## src/rtl/mdu_pkg.sv

```systemverilog
package mdu_pkg;

  typedef enum logic [2:0] {
    OP_MUL    = 3'b000,
    OP_MULH   = 3'b001,
    OP_MULHSU = 3'b010,
    OP_MULHU  = 3'b011,
    OP_DIV    = 3'b100,
    OP_DIVU   = 3'b101,
    OP_REM    = 3'b110,
    OP_REMU   = 3'b111
  } mdu_op_e;

  // strobes from the sequencer to the arithmetic path
  typedef struct packed {
    logic load;    // capture operands, signs and operation
    logic step;    // one iteration of the active loop
    logic finish;  // apply signs and register the result
  } mdu_ctl_t;

endpackage

```

## src/rtl/mdu_ctrl.sv

```systemverilog
module mdu_ctrl
  import mdu_pkg::*;
#(
  parameter int XLEN     = 32,
  parameter int FAST_MUL = 0
) (
  input  logic     clk,
  input  logic     rstN,
  input  logic     start,
  input  logic     isDiv,
  output mdu_ctl_t ctl,
  output logic     busy,
  output logic     done
);

  localparam int CW = (XLEN > 1) ? $clog2(XLEN) : 1;
  localparam logic [CW-1:0] LAST = CW'(XLEN - 1);
  localparam bit FAST = (FAST_MUL != 0);

  typedef enum logic [1:0] {S_IDLE, S_RUN, S_FIX} state_e;

  state_e        state;
  logic [CW-1:0] cnt;

  always_comb begin
    ctl.load   = start && (state == S_IDLE);
    ctl.step   = (state == S_RUN);
    ctl.finish = (state == S_FIX);
  end

  assign busy = (state != S_IDLE);

  always_ff @(posedge clk or negedge rstN) begin
    if (!rstN) begin
      state <= S_IDLE;
      cnt   <= '0;
      done  <= 1'b0;
    end else begin
      done <= ctl.finish;
      case (state)
        S_IDLE: if (start) begin
          cnt   <= '0;
          state <= (FAST && !isDiv) ? S_FIX : S_RUN;
        end
        S_RUN: begin
          cnt <= cnt + 1'b1;
          if (cnt == LAST) state <= S_FIX;
        end
        S_FIX:   state <= S_IDLE;
        default: state <= S_IDLE;
      endcase
    end
  end

  AST_DONE_AFTER_BUSY: assert property (@(posedge clk) disable iff (!rstN)
    done |-> $past(busy));
  AST_DONE_PULSE: assert property (@(posedge clk) disable iff (!rstN)
    done |=> !done);
  AST_FAST_ONE_CYCLE: assert property (@(posedge clk) disable iff (!rstN)
    (FAST && ctl.load && !isDiv) |=> ctl.finish);
  AST_SERIAL_RUNS: assert property (@(posedge clk) disable iff (!rstN)
    (ctl.load && (isDiv || !FAST)) |=> ctl.step);

endmodule

```

## src/rtl/mdu_datapath.sv

```systemverilog
module mdu_datapath
  import mdu_pkg::*;
#(
  parameter int XLEN     = 32,
  parameter int FAST_MUL = 0
) (
  input  logic            clk,
  input  logic            rstN,
  input  mdu_ctl_t        ctl,
  input  logic [2:0]      op,
  input  logic [XLEN-1:0] opA,
  input  logic [XLEN-1:0] opB,
  output logic [XLEN-1:0] result
);

  localparam int PW = 2 * XLEN;

  mdu_op_e         opIn, opReg;
  logic [XLEN-1:0] hi, lo, dvs, rawA;
  logic            negRes, negRem, divZero;

  // operand conditioning at issue
  logic            aSgn, bSgn;
  logic [XLEN-1:0] aMag, bMag;
  logic [PW-1:0]   fastProd;

  assign opIn = mdu_op_e'(op);

  always_comb begin
    aSgn = opA[XLEN-1] && (opIn == OP_MULH || opIn == OP_MULHSU ||
                           opIn == OP_DIV  || opIn == OP_REM);
    bSgn = opB[XLEN-1] && (opIn == OP_MULH || opIn == OP_DIV || opIn == OP_REM);
    aMag = aSgn ? -opA : opA;
    bMag = bSgn ? -opB : opB;
  end

  generate
    if (FAST_MUL != 0) begin : g_fastMul
      assign fastProd = {{XLEN{1'b0}}, aMag} * {{XLEN{1'b0}}, bMag};
    end else begin : g_serialMul
      assign fastProd = '0;
    end
  endgenerate

  // one iteration of either loop
  logic [XLEN:0]   mulSum, divShift;
  logic [XLEN+1:0] divDiff;
  logic            divOk;

  always_comb begin
    mulSum   = {1'b0, hi} + (lo[0] ? {1'b0, dvs} : '0);
    divShift = {hi, lo[XLEN-1]};
    divDiff  = {1'b0, divShift} - {2'b0, dvs};
    divOk    = !divDiff[XLEN+1];
  end

  // sign fix-up and selection
  logic [PW-1:0]   prodAdj;
  logic [XLEN-1:0] quot, remd, fixVal;

  always_comb begin
    prodAdj = negRes ? -{hi, lo} : {hi, lo};
    quot    = negRes ? -lo : lo;
    remd    = negRem ? -hi : hi;
    case (opReg)
      OP_MUL:                      fixVal = lo;
      OP_MULH, OP_MULHSU, OP_MULHU: fixVal = prodAdj[PW-1:XLEN];
      OP_DIV, OP_DIVU:             fixVal = divZero ? '1 : quot;
      default:                     fixVal = divZero ? rawA : remd;
    endcase
  end

  always_ff @(posedge clk or negedge rstN) begin
    if (!rstN) begin
      opReg   <= OP_MUL;
      hi      <= '0;
      lo      <= '0;
      dvs     <= '0;
      rawA    <= '0;
      negRes  <= 1'b0;
      negRem  <= 1'b0;
      divZero <= 1'b0;
      result  <= '0;
    end else begin
      if (ctl.load) begin
        opReg   <= opIn;
        rawA    <= opA;
        negRes  <= aSgn ^ bSgn;
        negRem  <= aSgn;
        divZero <= (opB == '0);
        if (op[2]) begin
          hi  <= '0;
          lo  <= aMag;
          dvs <= bMag;
        end else if (FAST_MUL != 0) begin
          {hi, lo} <= fastProd;
          dvs      <= aMag;
        end else begin
          hi  <= '0;
          lo  <= bMag;
          dvs <= aMag;
        end
      end else if (ctl.step) begin
        if (opReg[2]) begin
          hi <= divOk ? divDiff[XLEN-1:0] : divShift[XLEN-1:0];
          lo <= {lo[XLEN-2:0], divOk};
        end else begin
          hi <= mulSum[XLEN:1];
          lo <= {mulSum[0], lo[XLEN-1:1]};
        end
      end
      if (ctl.finish) result <= fixVal;
    end
  end

  AST_OP_HELD: assert property (@(posedge clk) disable iff (!rstN)
    ctl.step |=> $stable(opReg));
  AST_REM_BELOW_DIVISOR: assert property (@(posedge clk) disable iff (!rstN)
    (ctl.step && opReg[2] && dvs != '0) |=> (hi < dvs));
  AST_ZERO_DIVISOR_ONES: assert property (@(posedge clk) disable iff (!rstN)
    (ctl.finish && opReg[2] && divZero) |-> (lo == '1));

endmodule

```

## src/rtl/mdu_unit.sv

```systemverilog
module mdu_unit
  import mdu_pkg::*;
#(
  parameter int XLEN     = 32,
  parameter int FAST_MUL = 0
) (
  input  logic            clk,
  input  logic            rstN,
  input  logic            start,
  input  logic [2:0]      op,
  input  logic [XLEN-1:0] opA,
  input  logic [XLEN-1:0] opB,
  output logic [XLEN-1:0] result,
  output logic            busy,
  output logic            done
);

  mdu_ctl_t ctl;

  mdu_ctrl #(.XLEN(XLEN), .FAST_MUL(FAST_MUL)) u_ctrl (
    .clk   (clk),
    .rstN  (rstN),
    .start (start),
    .isDiv (op[2]),
    .ctl   (ctl),
    .busy  (busy),
    .done  (done)
  );

  mdu_datapath #(.XLEN(XLEN), .FAST_MUL(FAST_MUL)) u_dp (
    .clk    (clk),
    .rstN   (rstN),
    .ctl    (ctl),
    .op     (op),
    .opA    (opA),
    .opB    (opB),
    .result (result)
  );

endmodule

```

## config.mk

```make
export PLATFORM = sky130hd
export DESIGN_NAME = mdu_unit
export DESIGN_NICKNAME = d
export VERILOG_FILES = /design/src/rtl/mdu_pkg.sv /design/src/rtl/mdu_ctrl.sv /design/src/rtl/mdu_datapath.sv /design/src/rtl/mdu_unit.sv
export SDC_FILE = /design/constraint.sdc
export NUM_CORES = 1
export LEC_CHECK = 0
export BUFFER_PORTS_ARGS = -buffer_cell sky130_fd_sc_hd__buf_2
export CAP_MARGIN = 40
export CORE_ASPECT_RATIO = 1.2
export CORE_UTILIZATION = 42
export CTS_CLUSTER_DIAMETER = 100
export DETAILED_ROUTE_END_ITERATION = 16
export PLACE_DENSITY = 0.6
export REMOVE_ABC_BUFFERS = 1
export SLEW_MARGIN = 20
export SYNTH_ARGS = -nofsm -noshare
export SYNTH_HDL_FRONTEND = slang
export SYNTH_HIERARCHICAL = 1
export SYNTH_SLANG_ARGS = --single-unit
```

## constraint.sdc

```tcl
create_clock -name clk -period 9.8 [get_ports clk]
set_clock_uncertainty 0.1 [all_clocks]
set_input_delay 1.96 -clock clk [delete_from_list [all_inputs] [get_ports clk]]
set_output_delay 1.96 -clock clk [all_outputs]
set_load 0.1 [all_outputs]
```

==> reports/qor.txt <==
Synth cell count leaders -> 217 x nor2_1, 207 x nand2_1, 207 x o21ai_0, 174 x dfrtp_1, 167 x a21oi_1
Post-synthesis cell area -> 16,000 um^2
Max_cap viols -> 0
R2R setup slack -> 5460 ps
Fin crit share -> 47.2%
DRT Pass-1 Iters -> 5
CP max stage delay -> 560 ps
HP Start -> u_dp/result[7]$_DFFE_PN0P_
Yosys warns -> 6
Setup slack at placement -> 4740 ps
Gate Count Post-Synth -> 2,052
Clk buf depth -> 2
# nets final -> 2,209
First-pass GRT wire length -> 91,500 um
Hold path depth -> 2
Postcts setup bufs -> 0
TritonCTS clock tree -> yes
Primary FF master, synth -> dfrtp_1
Chip Height -> 216 um
Standard-cell row count -> 78
LEAKAGE -> 7.49 nW
CP max stage cell -> or4_4
Initial drt markers -> 1,709
Synth area leaders -> dfrtp_1 27%, o21ai_0 6.5%, ha_1 5.5%, a21oi_1 5.2%, nor2_1 5.1%
Fraction of registers with async set or reset after synthesis -> 100%
WL/cell -> 23.2 um
Post-synth EDFFs -> 0
I/O Buffers -> 103
Post-synthesis sequential area ratio -> 27.1%
PnR worst setup slack -> 5170 ps
DRC -> 0
Unrepaired setup endpoints after global routing -> no
Top Metal Used -> met4
Vias -> 16,200
Number of global-route vias before repair -> 15,500
Clock transition at the registers of the reported paths -> 70 ps
Core Footprint -> 37,800 um^2
Grt total ovfl -> 0
CTS HTree Levels -> 4
Met3 wire length -> 3750 um
Detail Route met2 WL -> 28,400 um
Number of CTS-inserted buffers -> 17
Worst R2R End -> u_dp/hi[27]$_DFFE_PN0P_
# IOs -> 104
Measured slew at the worst slew-check pin -> 883 ps
# diodes -> 0
Syn avg cell area -> 7.82 um^2
PnR Total Power -> 7.45 mW
Reg2reg path depth -> 13
GRT Resource Usage Total -> 30.4%
Hold bufs inserted after CTS -> 0
RePlAce Congestion -> 0.914
Final cell count without fillers -> 2,559
Reg2reg start -> u_dp/lo[0]$_DFFE_PN0P_
Setup violators final -> 0
Final wirelength -> 59,300 um
Clk sinks -> 174
Max IR drop VDD -> 0.000149 V
#FFs+latches synth -> 174
Max Slew Vio Count -> 0
Placed Area -> 17,000 um^2
Worst skew pair latency -> 460 ps
Pwr per Cell Area -> 424 nW/um^2
DRT antenna net count -> 0
WS Path Type -> input port to flip-flop
HPWL after detailed placement -> 43,400 um
Total Die Area -> 39,000 um^2
Cell variety after synth -> 90
Most frequent cell after synthesis -> nor2_1
Routed vias/inst -> 6.32
Slew HR -> 40.6%
Setup_tns -> 0 ps
Final hold violations -> 0
Initial antenna violation count -> 0
Layout cells sized above 1 -> 12.8%
Yosys top cell area share -> 27.1%
Area leader, netlist -> dfrtp_1
Max Freq -> 0.216 GHz
Worst-path maximum fanout -> 5
Min cycle time layout -> 4630 ps
Critical-path cell list -> buf_2, or4_4, or3_4, or4_1, or2_1, nor3_2, a21oi_1, xnor2_1, mux2_2, o21ai_0
Crit path required time -> 10,080 ps
Largest net degree at the start of global routing -> 137
CP Capture Type -> flip-flop
Worst Path Arrival -> 4900 ps
Final Cell Area -> 17,600 um^2
Status -> complete, no violations
M1 WL -> 24,800 um
Cells after DPL -> 2,526
Hold Path Sink -> u_dp/result[7]$_DFFE_PN0P_
Clock tree root driver cell -> clkbuf_16
Initial Util -> 42.5%
Die Width -> 180 um
Resized cells post-CTS -> 0
Synth-to-layout area growth -> 9.45%
CP startpoint kind -> input port
Worst hold path class -> flip-flop to flip-flop
-- final cells by class --
class	instances	area, um^2
Sequential cell	174	4360
Fill cell	3765	20200
Clock inverter	13	140
Timing Repair Buffer	141	903
Multi-Input combinational cell	1670	10900
Tap cell	480	601
Inverter	63	236
Clock buffer	18	429
-- per-layer routing --
layer	vias up	global-route usage [%]
met1	7861	38.7
met3	144	3.43
met5	-	0
li1	7472	-
met4	0	13.5
met2	688	52.0
-- flip-flops by register name (all words and copies together), names as in the netlist --
signal,count
u_ctrl/cnt,5
u_ctrl/done,1
u_ctrl/state,2
u_dp/divZero,1
u_dp/dvs,32
u_dp/hi,32
u_dp/lo,32
u_dp/negRem,1
u_dp/negRes,1
u_dp/opReg,3
u_dp/rawA,32
u_dp/result,32
-- worst max-delay path, delay by kind of cell --
family / cells / cell delay (ps)
xor+xnor: 1 / 180
mux: 1 / 280
compound gates: 2 / 260
simple gates: 5 / 2090
buf+inv: 1 / 120
-- through the flow --
stage | utilization, % | hold slack, ps
floorplan | - | 353
global placement | 44.6 | 376
detailed placement | 44.9 | 376
CTS | 46.4 | 393
global route | 46.5 | 420
finish | 46.5 | 389
-- placed cells by master, fill, tap and decap left out, types with 31 or more instances in the layout --
cell and count:
dfrtp_1 171, mux2i_1 49, mux2_2 48, inv_1 61, o21ai_0 207, a21o_1 45
a31oi_1 31, xor2_1 84, nand2_1 207, nor2_1 216, buf_2 102, a21oi_1 167
xnor2_1 89, ha_1 70, o211ai_1 48
-- where the power goes --
part | internal (mW) | switching, mW | leakage, nW | total (mW)
clock | 0.375 | 0.321 | 0.269 | 0.696
combinational | 1.98 | 3.13 | 5.07 | 5.11
sequential | 1.07 | 0.576 | 2.15 | 1.64
total | 3.42 | 4.03 | 7.49 | 7.45
-- cells by family (layout without fill, tap and decap cells) --
kind of cell    Yosys count  in the layout  share of synthesized area [%]
flops                   174            174                           27.1
buf+inv                 208            235                           5.05
fa+ha+maj                72             72                           5.71
simple gates            638            638                           18.7
xor+xnor                173            173                           9.45
compound gates          690            690                           27.6
mux                      97             97                           6.43
-- how the worst max path moves through the flow --
stage,endpoint,slack (ps),from,depth (start not counted)
after floorplan,u_dp/hi[16]$_DFFE_PN0P_,-190,start,6
after global placement,u_dp/lo[27]$_DFFE_PN0P_,4770,opA[8],10
after detailed placement,u_dp/dvs[27]$_DFFE_PN0P_,4740,opA[8],10
after CTS,u_dp/dvs[27]$_DFFE_PN0P_,5220,opA[8],10
after global routing,u_dp/dvs[25]$_DFFE_PN0P_,5120,opA[8],10
final,u_dp/lo[25]$_DFFE_PN0P_,5170,opA[8],10
(Power assumes the default switching activity.)
